[src/rtl/cstk_pkg.sv]
package cstk_pkg;
  localparam int unsigned PC_W  = 16;
  localparam int unsigned FP_W  = 8;
  localparam int unsigned DST_W = 4;

  typedef struct packed {
    logic [FP_W-1:0]  open_fp;
    logic [FP_W-1:0]  act_fp;
    logic [PC_W-1:0]  pc;
    logic [DST_W-1:0] dst;
  } cs_entry_t;

  typedef struct packed {
    logic [FP_W-1:0] open_fp;
    logic [FP_W-1:0] act_fp;
    logic [FP_W-1:0] rtn_fp;
  } frame_set_t;

  localparam int unsigned ENT_W = $bits(cs_entry_t);
  localparam int unsigned FRM_W = $bits(frame_set_t);
endpackage

[src/rtl/cstk_mem.sv]
module cstk_mem #(
  parameter int unsigned DEPTH = 16,
  parameter int unsigned W     = 36,
  localparam int unsigned AW   = (DEPTH > 1) ? $clog2(DEPTH) : 1
) (
  input  logic          clk,
  input  logic          we,
  input  logic [AW-1:0] waddr,
  input  logic [W-1:0]  wdata,
  input  logic [AW-1:0] raddr,
  output logic [W-1:0]  rdata
);
  // Synchronous write, asynchronous read: maps onto distributed RAM.
  logic [W-1:0] mem [DEPTH];

  always_ff @(posedge clk) begin
    if (we) mem[waddr] <= wdata;
  end

  assign rdata = mem[raddr];
endmodule

[src/rtl/cstk_frames.sv]
module cstk_frames
  import cstk_pkg::*;
#(
  parameter int unsigned CTL_HOLD   = 5,
  parameter int unsigned FRAME_HOLD = 4,
  localparam int unsigned CW        = $clog2(CTL_HOLD + 1)
) (
  input  logic             clk,
  input  logic             rst,
  input  logic             wr_en,
  input  logic [FRM_W-1:0] wr_data,
  input  logic             call_ld,
  input  logic [FP_W-1:0]  call_open,
  input  logic [FP_W-1:0]  call_act,
  input  logic             ret_ld,
  input  logic [FP_W-1:0]  ret_open,
  input  logic [FP_W-1:0]  ret_act,
  output frame_set_t       frames_o,
  output logic             frame_busy_o,
  output logic             ctl_busy_o
);
  frame_set_t    frames_q, stg_q;
  logic          stg_v_q;
  logic [CW-1:0] hold_q;

  always_ff @(posedge clk) begin
    if (rst) begin
      frames_q <= '0;
      stg_q    <= '0;
      stg_v_q  <= 1'b0;
      hold_q   <= '0;
    end else begin
      stg_v_q <= wr_en;
      if (wr_en) stg_q <= frame_set_t'(wr_data);
      if (wr_en)             hold_q <= CW'(CTL_HOLD);
      else if (hold_q != '0) hold_q <= hold_q - CW'(1);
      // staged copy lands one tick after the bus write
      if (stg_v_q) frames_q <= stg_q;
      else if (call_ld) begin
        frames_q.open_fp <= call_open;
        frames_q.act_fp  <= call_act;
      end else if (ret_ld) begin
        frames_q.open_fp <= ret_open;
        frames_q.act_fp  <= ret_act;
      end
    end
  end

  assign frames_o     = frames_q;
  assign ctl_busy_o   = (hold_q != '0);
  assign frame_busy_o = (hold_q > CW'(CTL_HOLD - FRAME_HOLD));

  a_r8_busy_after_write: assert property (@(posedge clk) disable iff (rst)
    wr_en |=> (ctl_busy_o && frame_busy_o));
  a_r7_staged_copy: assert property (@(posedge clk) disable iff (rst)
    stg_v_q |=> (frames_q == $past(stg_q)));
  a_r8_frame_within_ctl: assert property (@(posedge clk) disable iff (rst)
    frame_busy_o |-> ctl_busy_o);
endmodule

[src/rtl/frame_stack_unit.sv]
module frame_stack_unit
  import cstk_pkg::*;
#(
  parameter int unsigned DEPTH = 16,
  localparam int unsigned AW   = (DEPTH > 1) ? $clog2(DEPTH) : 1,
  localparam int unsigned SPW  = $clog2(DEPTH + 1)
) (
  input  logic                  clk,
  input  logic                  rst,
  input  logic                  call_en,
  input  logic [PC_W-1:0]       call_pc,
  input  logic [DST_W-1:0]      call_dst,
  input  logic [FP_W-1:0]       call_open,
  input  logic [FP_W-1:0]       call_act,
  input  logic                  ret_en,
  input  logic                  fbus_we,
  input  logic [3*FP_W-1:0]     fbus_wdata,
  output logic [FP_W-1:0]       open_o,
  output logic [FP_W-1:0]       active_o,
  output logic [FP_W-1:0]       return_o,
  output logic [PC_W-1:0]       ret_pc_o,
  output logic [DST_W-1:0]      ret_dst_o,
  output logic                  ret_valid_o,
  output logic                  hazard_o,
  output logic                  ovf_o,
  output logic                  unf_o,
  output logic                  frame_busy_o,
  output logic                  ctl_busy_o
);
  logic [SPW-1:0] sp_q, sp_m1;
  cs_entry_t      top_q, new_ent;
  logic           valid_q, hazard_q, ovf_q, unf_q;
  frame_set_t     frames;
  logic           busy, frame_busy;
  logic           ret_req, call_req, pop_ok, push_ok, ret_early, ret_empty, call_full, refill, full;
  logic [AW-1:0]  waddr;
  logic [ENT_W-1:0] rd_word;

  assign sp_m1     = sp_q - SPW'(1);
  assign full      = (sp_q == SPW'(DEPTH));
  assign ret_req   = ret_en && !busy;
  assign call_req  = call_en && !busy;
  assign pop_ok    = ret_req && valid_q;
  assign ret_empty = ret_req && (sp_q == '0);
  assign ret_early = ret_req && !valid_q && (sp_q != '0);
  assign push_ok   = call_req && (!full || pop_ok);
  assign call_full = call_req && full && !pop_ok;
  assign refill    = !valid_q && (sp_q != '0) && !push_ok;
  assign waddr     = pop_ok ? AW'(sp_m1) : AW'(sp_q);

  always_comb begin
    new_ent.open_fp = frames.open_fp;
    new_ent.act_fp  = frames.act_fp;
    new_ent.pc      = call_pc + PC_W'(1);
    new_ent.dst     = call_dst;
  end

  cstk_mem #(.DEPTH(DEPTH), .W(ENT_W)) i_mem (
    .clk   (clk),
    .we    (push_ok),
    .waddr (waddr),
    .wdata (new_ent),
    .raddr (AW'(sp_m1)),
    .rdata (rd_word)
  );

  cstk_frames i_frames (
    .clk          (clk),
    .rst          (rst),
    .wr_en        (fbus_we),
    .wr_data      (fbus_wdata),
    .call_ld      (push_ok),
    .call_open    (call_open),
    .call_act     (call_act),
    .ret_ld       (pop_ok),
    .ret_open     (top_q.open_fp),
    .ret_act      (top_q.act_fp),
    .frames_o     (frames),
    .frame_busy_o (frame_busy),
    .ctl_busy_o   (busy)
  );

  always_ff @(posedge clk) begin
    if (rst) begin
      sp_q     <= '0;
      top_q    <= '0;
      valid_q  <= 1'b0;
      hazard_q <= 1'b0;
      ovf_q    <= 1'b0;
      unf_q    <= 1'b0;
    end else begin
      hazard_q <= ((ret_en || call_en) && busy) || ret_early;
      ovf_q    <= call_full;
      unf_q    <= ret_empty;
      if (push_ok && !pop_ok)      sp_q <= sp_q + SPW'(1);
      else if (pop_ok && !push_ok) sp_q <= sp_m1;
      if (push_ok) begin
        top_q   <= new_ent;
        valid_q <= 1'b1;
      end else if (pop_ok) begin
        top_q   <= '0;
        valid_q <= 1'b0;
      end else if (refill) begin
        top_q   <= cs_entry_t'(rd_word);
        valid_q <= 1'b1;
      end
    end
  end

  assign open_o       = frames.open_fp;
  assign active_o     = frames.act_fp;
  assign return_o     = frames.rtn_fp;
  assign ret_pc_o     = top_q.pc;
  assign ret_dst_o    = top_q.dst;
  assign ret_valid_o  = valid_q;
  assign hazard_o     = hazard_q;
  assign ovf_o        = ovf_q;
  assign unf_o        = unf_q;
  assign frame_busy_o = frame_busy;
  assign ctl_busy_o   = busy;

  a_r5_no_overflow: assert property (@(posedge clk) disable iff (rst)
    sp_q <= SPW'(DEPTH));
  a_r5_full_refused: assert property (@(posedge clk) disable iff (rst)
    (call_en && !busy && full && !ret_en) |=> (ovf_o && $stable(sp_q)));
  a_r6_empty_refused: assert property (@(posedge clk) disable iff (rst)
    (ret_en && !busy && sp_q == '0 && !call_en) |=> (unf_o && sp_q == '0));
  a_r4_back_to_back: assert property (@(posedge clk) disable iff (rst)
    (ret_en && !busy && !valid_q && sp_q != '0 && !call_en) |=> (hazard_o && $stable(sp_q)));
  a_r3_pop_clears_valid: assert property (@(posedge clk) disable iff (rst)
    (ret_en && !busy && valid_q && !call_en) |=> (!ret_valid_o && ret_pc_o == '0));
  a_r2_push_shows_entry: assert property (@(posedge clk) disable iff (rst)
    (call_en && !busy && !full) |=> ret_valid_o);
  a_r9_busy_ignores: assert property (@(posedge clk) disable iff (rst)
    ((call_en || ret_en) && busy) |=> (hazard_o && $stable(sp_q)));
endmodule

[config.mk]
export PLATFORM = sky130hd
export DESIGN_NAME = frame_stack_unit
export DESIGN_NICKNAME = d
export VERILOG_FILES = /design/src/rtl/cstk_pkg.sv /design/src/rtl/cstk_mem.sv /design/src/rtl/cstk_frames.sv /design/src/rtl/frame_stack_unit.sv
export SDC_FILE = /design/constraint.sdc
export NUM_CORES = 1
export LEC_CHECK = 0
export ABC_AREA = 0
export CORE_MARGIN = 8
export CORE_UTILIZATION = 54
export CTS_CLUSTER_DIAMETER = 40
export DETAILED_ROUTE_END_ITERATION = 7
export PLACE_DENSITY_LB_ADDON = 0.2
export SETUP_SLACK_MARGIN = 0.1
export SYNTH_ARGS = -nofsm -noshare
export SYNTH_HDL_FRONTEND = slang
export SYNTH_HIERARCHICAL = 1
export SYNTH_SLANG_ARGS = --single-unit
[constraint.sdc]
create_clock -name clk -period 6.5 [get_ports clk]
set_input_delay 1.625 -clock clk [delete_from_list [all_inputs] [get_ports clk]]
set_output_delay 1.625 -clock clk [all_outputs]
set_load 0.05 [all_outputs]
---- Word-level counts from Yosys, hierarchy flattened ----
Memory sizes are Yosys's and may differ from the RTL's.
Index checks and enable logic that the tools add are counted.
W data, S select, Z words.
storage, ports and cells
  word-level logic and storage cells ...... 71
  memories ................................ 1
  input port bits ......................... 65
  RAM bits ................................ 576
  register bits ........................... 97
memories
  name       depth  bits a word  read ports  clocked after Yosys merged registers in  wr ports  RTL line        source
  i_mem.mem  16     36           1           0                                        1         cstk_mem.sv:14  logic [W-1:0] mem [DEPTH];
cells by class
  magnitude comparators ................... 1
  muxes and demuxes ....................... 16
  reductions and logical operators ........ 30
  add/subtract/negate cells ............... 4
  eq/ne operators ......................... 1
operator list
  cell                     count
  $mux W36                 3
  $mux W16                 3
  $add A16 B1 Y16 const B  1
  $logic_and A1 B1 Y1      14
  $mux W5                  2
  $reduce_bool A3 Y1       3
  $mux W3                  2
  $add A5 B1 Y5 const B    1
  $eq A5 B5 Y1 const B     1
  $logic_not A1 Y1         5
  $logic_not A5 Y1         1
  $mux W1                  5
  $reduce_bool A5 Y1       1
  $sub A5 B1 Y5 const B    1
  $mux W4                  1
  $reduce_bool A2 Y1       2
  $gt A3 B1 Y1 const B     1
  $logic_or A1 B1 Y1       3
  $sub A3 B1 Y3 const B    1
  $reduce_or A2 Y1         1

---- Logic depth before layout (Yosys ltp) ----
Gate-level depths: netlist of run 1.
  depth after elaboration ................. 11
  gate-level depth with buffers ........... 13
  gate-level depth less buffers ........... 11

---- Hierarchy ----
Netlist of run 1, hierarchy kept.
modules (own cells, without submodules)
  module            area each (um^2)  instances  cells each
  cstk_mem          21,599.5          1          902
  frame_stack_unit  2,995.4           1          386
  cstk_frames       2,224.6           1          217

---- Worst setup path before layout of run 1 ----
No wires, ideal clock.
  path type ............................... input port to flip-flop
  start point ............................. input port ret_en
  end point ............................... memory i_mem.mem[0][0], enable pin
  data required time ...................... 6.026 ns
  slack ................................... -0.013 ns
  cell stages on the path ................. 7
  setup time .............................. 0.474 ns
  buffers on the path ..................... 2
  data arrival time ....................... 6.039 ns
  cells stage by stage .................... nor2b_1 nand2_1 clkbuf_1 buf_1 a21oi_1 or3b_2 nor3_1
on the way
  longest elaborated chain between the ends .. 6
  elaborated cells on any way between the ends .. 7
ends and longest elaborated chain
  what                           RTL line                source
  from (decl)                    frame_stack_unit.sv:15  input logic ret_en,
  $logic_and A1 B1 Y1            frame_stack_unit.sv:41  assign ret_req = ret_en && !busy;
  $logic_and A1 B1 Y1            frame_stack_unit.sv:43  assign pop_ok = ret_req && valid_q;
  $logic_or A1 B1 Y1             frame_stack_unit.sv:46  assign push_ok = call_req && (!full || pop_ok);
  $logic_and A1 B1 Y1            frame_stack_unit.sv:46
  net push_ok                    frame_stack_unit.sv:35  logic ret_req, call_req, pop_ok, push_ok, ret_early, ret_empty, call_full, refill, full;
  $mux W1                        cstk_mem.sv:17          if (we) mem[waddr] <= wdata;
  $mux W1 (implied by the code)  cstk_mem.sv:17
  to (decl)                      cstk_mem.sv:14
The timed path passes the listed nets, and every way through them passes these cells.

---- Worst setup path after layout of run 1 ----
  start point ............................. input port ret_en
  end point ............................... memory i_mem.mem[3][31], enable pin
on the way
  elaborated cells on any way between the ends .. 7
RTL lines
  what                 RTL line                source
  $logic_and A1 B1 Y1  frame_stack_unit.sv:41
  $logic_and A1 B1 Y1  frame_stack_unit.sv:43
  net pop_ok           frame_stack_unit.sv:35
  $mux W4              frame_stack_unit.sv:49  assign waddr = pop_ok ? AW'(sp_m1) : AW'(sp_q);
  net waddr[1]         frame_stack_unit.sv:36  logic [AW-1:0] waddr;
The timed path passes the listed nets, and every way through them passes these cells.

==> metrics.cfg, run 1 <==
[detailed_routing]
antenna_left=0
wirelength_um=64900
viasPerCell=6.19
met1_length_um=25700
top_layer_used=met4
routedWlPerCell_um=27.3
first_iter_violations=1632
drc=0
vias=14700
wl_met2_um=32200
wl_met3_um=5690
drt_pre_antenna_iters=5

[critical_path]
cpMostUsedCell=nand2_1
worstPathRequired_ns=6.82
worstPathArrival_ns=5.34
cp_cell_sequence=clkdlybuf4s50_1, nor2b_1, nand2_1, clkinv_1, o21ai_0, nand2_1, nor2_4, buf_4
path_max_fanout=20
end_kind=register
cp-start-kind=input pin
cpMaxStageDelayCell=o21ai_0
max_stage_delay_ns=0.93
crit_type=in2reg

[timing]
slew_headroom_pct=22.6
skew_ns=0.0225
rsz0062_at_grt=no
fin_tns_setup_ns=0
max_freq_mhz=199
finalWorstSetupSlack_ns=1.48
setup_viol_count_final=0
layout_min_cycle_time_ns=5.02
finalMaxSlewViolations=0
period_share_pct=77.2
hold_viol_final=0
worstMarginPinSlew_ns=1.16

[pwr]
ir_drop_mv=0.254
powerDensity_nw_per_um2=426
power_leakage_nw=10.7

[yosys]
synth_edf_count=576
syn_nets=1578
syn_avg_cell_area_um2=17.8
synthArstFlopShare_pct=0
synth_area_um2=26800
ys_seq_area_share_pct=71.7
postSynthCellCount=1505
yosysWarnings=6
synthDistinctLibCells=53
synth_seq_cells=673
synth_flop_cell=edfxtp_1

[die]
rows=81
initial_core_util_pct=54.8
dieHeight_um=239
core_um2=49000
die-width_um=239
boundaryPins=115
die-area_um2=57100

[layout]
drive_gt1_share_pct=23.6
layoutNonFillerInstCount=2373
syn_to_final_growth_pct=17.5
diodes=0
fin_util_pct=64.4
postLayoutCellArea_um2=31500
fin_nets=1712

[job]
maxCapViolCount=0

[placed_design]
dp_cells=2217
dp.final_hpwl_um=38800
io_buffers=114
gp_congestion=0.849
place_area_um2=28700
place_ws_ns=0.918

[cts]
cts_hold_buffers=0
clkTransAtPathRegs_ns=0.06
tritoncts=yes
root_buffer=clkbuf_16
clock_path_buffers=3
htree_levels=3
clk_latency_ns=0.61
post_cts_buffers=0
numCtsBuffers=84
clock_sinks=673
cts_resized=0

[global_route]
track_usage_pct=22.8
grt_pass1_vias=14900
antenna_found_initial=0
grt_pass1_wl_um=96300
grt_overflow=0
grt_max_degree=83

[worst_hold_path]
hold_class=reg2reg

[status]
status=completed

-- where the power goes --
| part | switching, mW | internal, mW | total, mW |
|---|---|---|---|
| logic | 2.31 | 1.37 | 3.68 |
| clock network | 1.83 | 2.74 | 4.57 |
| registers | 0.192 | 4.99 | 5.18 |
| total | 4.34 | 9.10 | 13.4 |
-- sequential cells by signal (all words and copies together) (netlist names) --
| name | cells |
|---|---|
| i_frames/stg_v_q | 1 |
| i_frames/stg_q | 24 |
| i_mem/mem | 576 |
| ovf_o | 1 |
| ret_dst_o | 4 |
| unf_o | 1 |
| sp_q | 5 |
| ret_pc_o | 16 |
| ret_valid_o | 1 |
| i_frames/hold_q | 3 |
| hazard_o | 1 |
| top_q | 16 |
| i_frames/frames_o | 24 |
-- layout by cell type (no fill, tap or decap), types with 9 or more instances in the layout --
cell	Yosys	layout
edfxtp_1	576	576
mux4_2	144	144
nor2_1	127	113
clkdlybuf4s50_1	0	112
a22oi_1	99	99
dfxtp_1	97	95
clkbuf_16	0	85
buf_4	23	48
nand2_1	47	47
mux2i_1	34	34
nor3_2	20	23
o21ai_1	23	23
nand2b_1	21	21
nor2b_1	22	20
a211o_1	16	16
a32o_1	16	16
a21oi_1	17	15
clkbuf_1	39	15
inv_6	0	14
nor2_4	0	13
nor3_1	16	12
o21ai_0	11	11
clkinv_2	0	10
inv_1	11	9
xor2_1	11	9
nand3_1	9	9
-- cell families after synthesis --
family / synth area share, %
xor gates and xnor gates: 0.751
muxes: 13.4
DFF: 71.7
AOI/OAI and AO/OA: 5.62
buffers and inverters: 2.59
and+or+nand+nor: 5.57
adders and majority gates: 0.373
-- critical path, delay by kind of cell --
| family | cells | cell delay [ns] |
|---|---|---|
| AOI/OAI and AO/OA | 1 | 0.93 |
| and+or+nand+nor | 4 | 1.68 |
| buffers and inverters | 3 | 1.07 |
-- path summary, 6_finish.rpt --
check / startpoint / endpoint / slack (ns) / cells after the start
hold / removal: i_frames/stg_q[14] / i_frames/stg_q[14] / 0.48 / 2
setup / recovery: ret_en / i_mem/mem[3][31] / 1.48 / 8
setup reg to reg: sp_q[0] / i_mem/mem[3][31] / 1.87 / 8
hold reg to reg: i_frames/stg_q[14] / i_frames/stg_q[14] / 0.48 / 2
-- routing by layer --
metal  global-route usage, %  up-vias
li1                        -     6301
met1                    31.4     7604
met2                    37.4      688
met3                    3.91       93
met4                    6.59        0
met5                       0        -
-- synth_stat cells (2+ instances only) --
cell	count	share of area, %
a22oi_1	99	2.8
nand2b_1	21	0.49
clkbuf_1	39	0.55
o21ai_0	11	0.21
nor3b_1	2	0.056
and4_1	3	0.098
mux4_2	144	12
buf_1	9	0.13
a32o_1	16	0.60
nand4_1	7	0.16
nand3b_1	2	0.056
ha_1	8	0.37
a211oi_2	2	0.093
a21oi_1	17	0.32
nand3_1	9	0.17
o21ai_2	5	0.16
buf_6	14	0.59
a211oi_1	8	0.22
mux2i_1	34	1.3
inv_1	11	0.15
or2_2	2	0.047
a211o_1	16	0.52
dfxtp_1	97	7.2
xnor2_1	12	0.39
nor4_1	2	0.047
nor3_1	16	0.30
buf_4	23	0.64
nor3_2	20	0.75
a21oi_2	3	0.098
o21ai_1	23	0.43
a2bb2oi_1	2	0.065
nand2_1	47	0.66
edfxtp_1	576	64
buf_2	28	0.52
nor2_2	2	0.047
nor2_1	127	1.8
xor2_1	11	0.36
nor2b_1	22	0.51
-- final cells by class --
cell class,instances,area [µm²]
Inverter,12,57.6
Clock buffer,104,2230
Fill cell,3346,17400
Clock inverter,52,563
Sequential cell,673,19200
Timing Repair Buffer,161,1490
Tap cell,664,831
Multi-Input combinational cell,707,7110
-- metrics by stage --
stage	total power [mW]	hold slack, ns
finish	13.4	0.482
global route	13.9	0.512
CTS	13.5	0.487
detailed placement	8.95	0.474
global placement	8.90	0.467
floorplan	7.84	0.451
(Power assumes the default switching activity.)
==> run 2, diff against run 1 <==
- clock period: 6.5 -> 4.2 ns (I/O delays scaled with it)
==> metrics.cfg, run 2 (synthesized netlist as in run 1, its figures left out) <==
[status]
status=completed

[worst_hold_path]
hold_class=reg2reg

[layout]
syn_to_final_growth_pct=19.8
largest_register=i_mem/mem
largest_register_ffs=576  ; unchanged
final_common_cell=edfxtp_1
drive_gt1_share_pct=25.2  ; +1.6 points
layout_common_cells=edfxtp_1, mux4_2, nor2_1
fin_nets=1751  ; +2.3%
postLayoutCellArea_um2=32100  ; +1.9%
diodes=0  ; unchanged
fill_cells=3310  ; -1.1%

[detailed_routing]
wirelength_um=64000  ; -1.3%
top_layer_used=met4
antenna_left=0  ; unchanged
routedWlPerCell_um=26.5  ; -2.9%
first_iter_violations=1320  ; -19%
wl_met3_um=5070  ; -11%
drt_pre_antenna_iters=6  ; +1
viasPerCell=6.09  ; -1.5%
wl_met2_um=31800  ; -1.2%
drc=0  ; unchanged
met1_length_um=25300  ; -1.5%
vias=14700  ; +0.054%

[die]
die-area_um2=57100  ; unchanged
initial_core_util_pct=54.8  ; unchanged
boundaryPins=115  ; unchanged
rows=81  ; unchanged
core_um2=49000  ; unchanged
die-width_um=239  ; unchanged
dieHeight_um=239  ; unchanged

[cts]
clock_path_buffers=3  ; unchanged
root_buffer=clkbuf_16
numCtsBuffers=86  ; +2.4%
tritoncts=yes
post_cts_buffers=0  ; unchanged
clkTransAtPathRegs_ns=0.05  ; about the same
htree_levels=3  ; unchanged
cts_hold_buffers=0  ; unchanged
cts_resized=0  ; unchanged
clock_sinks=673  ; unchanged
clk_latency_ns=0.62  ; about the same

[timing]
worstMarginPinSlew_ns=1.22  ; +0.0617 ns
slew_headroom_pct=18.3  ; -4.3 points
max_freq_mhz=282
layout_min_cycle_time_ns=3.55
rsz0062_at_grt=no
setup_viol_count_final=0  ; unchanged
whs_ns=0.484  ; +0.00270 ns
fin_tns_setup_ns=0  ; unchanged
skew_ns=0.0230  ; +0.000489 ns
hold_viol_final=0  ; unchanged
period_share_pct=84.5
finalMaxSlewViolations=0  ; unchanged

[pwr]
p_comb_share_pct=27.8  ; +0.4 points
power_leakage_nw=11.0  ; +2.8%
power_frac_seq_pct=37.6  ; -1.0 points
ir_drop_mv=0.342  ; +34%
power.total_mw=21.1  ; +57%
powerDensity_nw_per_um2=656  ; +54%
clkPwrFrac_pct=34.6  ; +0.6 points
switching_share_pct=32.0  ; -0.25 points
power.internal_mw=14.3  ; +57%
switchingPower_mw=6.75  ; +56%

[global_route]
antenna_found_initial=0  ; unchanged
grt_max_degree=75  ; -9.6%
grt_overflow=0  ; unchanged
track_usage_pct=22.7  ; -0.095 points
grt_pass1_wl_um=97000  ; +0.77%
grt_pass1_vias=15300  ; +2.9%

[placed_design]
dp.final_hpwl_um=39100  ; +0.74%
place_area_um2=29200  ; +1.8%
io_buffers=114  ; unchanged
gp_congestion=0.843  ; -0.68%

[critical_path]
reg2reg_depth=10  ; +2
path_max_fanout=28  ; +40%
crit_start=i_frames/hold_q[0]
cp-start-kind=register
r2r-end=i_mem/mem[7][28]
end_kind=register
crit_end=i_mem/mem[7][28]
worstPathArrival_ns=3.85  ; -1.49 ns
reg2reg_slack_ns=0.65  ; -1.22 ns
r2r_start=i_frames/hold_q[0]
worstPathRequired_ns=4.50  ; -2.32 ns
crit_type=reg2reg

[job]
maxCapViolCount=0  ; unchanged

==> run 2: power by group through the flow <==
stage	registers, mW	logic, mW	clock network [mW]
6_report	7.93	5.86	7.28
5_1_grt	7.97	6.30	7.61
4_1_cts	7.93	5.89	7.38
3_5_place_dp	8.06	5.83	0
3_3_place_gp	8.05	5.76	0
2_1_floorplan	8.12	4.04	0
==> run 2: how the worst min path moves through the flow <==
stage                  startpoint            endpoint  slack, ns  cells after the start
5_1_grt        i_frames/stg_q[21]  i_frames/stg_q[21]       0.50                      2
6_report       i_frames/stg_q[16]  i_frames/stg_q[16]       0.48                      2
2_1_floorplan  i_frames/stg_q[10]  i_frames/stg_q[10]       0.45                      2
3_3_place_gp         ret_pc_o[14]        ret_pc_o[14]       0.47                      2
3_5_place_dp   i_frames/stg_q[21]  i_frames/stg_q[21]       0.47                      2
4_1_cts        i_frames/stg_q[21]  i_frames/stg_q[21]       0.49                      2
==> run 2: through the flow <==
step	instances	setup WS [ns]	utilization (%)
2_1_floorplan	1505	0.0624	-
6_report	2411	0.649	65.6
4_1_cts	2411	0.648	65.6
5_1_grt	2411	0.419	65.6
3_3_place_gp	2254	0.108	59.7
3_5_place_dp	2254	0.0759	59.7
==> run 2: area by class of cell <==
class                   count  area (µm²)  share of cell area [%]
well taps                 664         831                    2.59
multi-input cells         707        7090                    22.1
repair buffers            198        2010                    6.27
clock inverters            55         583                    1.81
inverters                  12        57.6                   0.179
flip-flops and latches    673       19200                    59.9
clock buffers             102        2320                    7.21
==> run 2: critical path: stages (launching register included) <==
cell,delay [ns]
dfxtp_1,0.39
inv_1,0.09
ha_1,0.23
nand2b_2,0.25
nor2b_1,0.15
nand2_1,0.12
clkinv_1,0.24
xnor2_1,0.66
nand2_1,0.42
nor2_4,0.41
buf_12,0.25
==> run 2: per-layer routing <==
metal / vias to the layer above / track usage (%)
met5: - / 0
met4: 0 / 7.82
met3: 126 / 4.78
met2: 633 / 37.4
met1: 7568 / 29.9
li1: 6367 / -
==> run 3, diff against run 2 <==
- clock period: 4.2 -> 3.26 ns (I/O delays scaled with it)
==> metrics.cfg, run 3 (synthesized netlist as in run 1, its figures left out) <==
[status]
status=completed

[global_route]
grt_pass1_vias=15100  ; -1.1%
track_usage_pct=22.5  ; -0.22 points
antenna_found_initial=1  ; +1
grt_max_degree=76  ; +1.3%
grt_overflow=0  ; unchanged
grt_pass1_wl_um=95500  ; -1.5%

[critical_path]
end_kind=output pin
r2r_start=sp_q[0]
crit_type=reg2out
r2r-end=top_q[32]
cpMaxStageDelayCell=clkdlybuf4s50_1
worstPathArrival_ns=2.20  ; -1.65 ns
reg2reg_slack_ns=0.34  ; -0.31 ns
path_max_fanout=3  ; -89%
worstPathRequired_ns=2.44  ; -2.06 ns
crit_start=i_frames/hold_q[1]
max_stage_delay_ns=0.83  ; +0.17 ns
reg2reg_depth=12  ; +2
cp-start-kind=register
cp_cell_sequence=inv_1, ha_1, o21bai_1, clkdlybuf4s50_1

[layout]
postLayoutCellArea_um2=32600  ; +1.3%
layoutNonFillerInstCount=2444  ; +1.4%
largest_register=i_mem/mem
syn_to_final_growth_pct=21.4
fin_nets=1786  ; +2.0%
largest_register_ffs=576  ; unchanged
fill_cells=3213  ; -2.9%
drive_gt1_share_pct=26.8  ; +1.6 points
regArea_um2=19200  ; unchanged
multi_input_area_um2=7140  ; +0.76%
layout_common_cells=edfxtp_1, mux4_2, nor2_1
final_common_cell=edfxtp_1

[worst_hold_path]
hp-start=i_frames/stg_q[14]
whs_path_depth=2  ; unchanged
hold_class=reg2reg
hold-path-endpoint=i_frames/stg_q[14]

[die]
boundaryPins=115  ; unchanged
core_um2=49000  ; unchanged
initial_core_util_pct=54.8  ; unchanged
die-area_um2=57100  ; unchanged
die-width_um=239  ; unchanged
rows=81  ; unchanged
dieHeight_um=239  ; unchanged

[placed_design]
gp_congestion=0.832  ; -1.4%
dp.final_hpwl_um=38900  ; -0.66%
io_buffers=114  ; unchanged
place_area_um2=29800  ; +2.0%
dp_cells=2291  ; +1.6%

[timing]
layout_min_cycle_time_ns=3.02
slew_headroom_pct=21.4  ; +3.1 points
skew_ns=0.0190  ; -0.00400 ns
hold_viol_final=0  ; unchanged
worstMarginPinSlew_ns=1.18  ; -0.0421 ns
setup_viol_count_final=0  ; unchanged
finalMaxSlewViolations=0  ; unchanged
rsz0062_at_grt=no
max_freq_mhz=331
period_share_pct=92.5

[cts]
numCtsBuffers=83  ; -3.5%
clock_sinks=673  ; unchanged
tritoncts=yes
root_buffer=clkbuf_16
clkTransAtPathRegs_ns=0.06  ; about the same
clk_latency_ns=0.62  ; about the same
clock_path_buffers=3  ; unchanged
cts_hold_buffers=0  ; unchanged
htree_levels=3  ; unchanged

[detailed_routing]
antenna_left=0  ; unchanged
wirelength_um=63400  ; -0.92%
drt_pre_antenna_iters=5  ; -1
first_iter_violations=1326  ; +0.45%
viasPerCell=6.07  ; -0.40%
drc=0  ; unchanged
vias=14800  ; +0.96%
routedWlPerCell_um=25.9  ; -2.3%

[job]
maxCapViolCount=0  ; unchanged

[pwr]
ir_drop_mv=0.537  ; +57%
power_leakage_nw=11.1  ; +1.6%
powerDensity_nw_per_um2=833  ; +27%

## run 3: layout make-up
type / instances / share of cell area, %
multi-input combinational: 707 / 21.9
sequential: 673 / 59.1
clock buffer: 94 / 6.63
timing repair buffer: 236 / 7.91
inverter: 12 / 0.177
clock inverter: 57 / 1.69
tap: 664 / 2.55
antenna: 1 / 0.00769
## run 3: timing repair
item                       CTS  global route
setup endpoints to repair   17            12
pin swaps                    1             0
setup buffers                1             0
gates resized for setup      1             1
## run 3: report_power, final
part	total, mW	internal [mW]	switching, mW
Sequential	10.2	9.93	0.220
Clock	8.88	5.25	3.62
Combinational	8.08	3.26	4.82
Total	27.1	18.5	8.66
## run 3: critical path: cells and delay by family (launching register included)
kind                       cells  cell delay [ns]
AOI/OAI and AO/OA              1             0.14
adders and majority gates      1             0.18
buffers and inverters          2             0.92
DFF                            1             0.36
## run 3: per-stage QoR
step                      utilization (%)  total power, mW  TNS [ns]  setup WS, ns  hold WS, ns
after detailed placement             60.9             18.4         0        0.0256        0.477
after floorplan                         -             15.7    -28.93        -0.238        0.451
after global placement               60.9             18.3         0        0.0538        0.467
final                                66.5             27.1         0         0.243        0.486
after CTS                            66.5             27.3         0         0.200        0.490
after global routing                 66.5             28.1         0         0.110        0.507
## run 3: worst max path at each step
stage                       to  cells past startpoint  slack (ns)
2_1_floorplan  i_mem/mem[0][0]                      7       -0.24
3_5_place_dp   i_mem/mem[0][6]                      9        0.03
6_report          frame_busy_o                      4        0.24
3_3_place_gp   i_mem/mem[0][6]                      9        0.05
5_1_grt           frame_busy_o                      4        0.11
4_1_cts           frame_busy_o                      4        0.20
## run 3: routing by layer
metal | share of wire (%) | up-vias | wire length [µm] | track usage [%]
met2 | 49 | 612 | 31000 | 36.4
met4 | 2.6 | 0 | 1620 | 7.20
li1 | - | 6442 | - | -
met3 | 7.8 | 117 | 4950 | 4.77
met1 | 41 | 7664 | 25900 | 30.5
met5 | 0 | - | 0 | 0
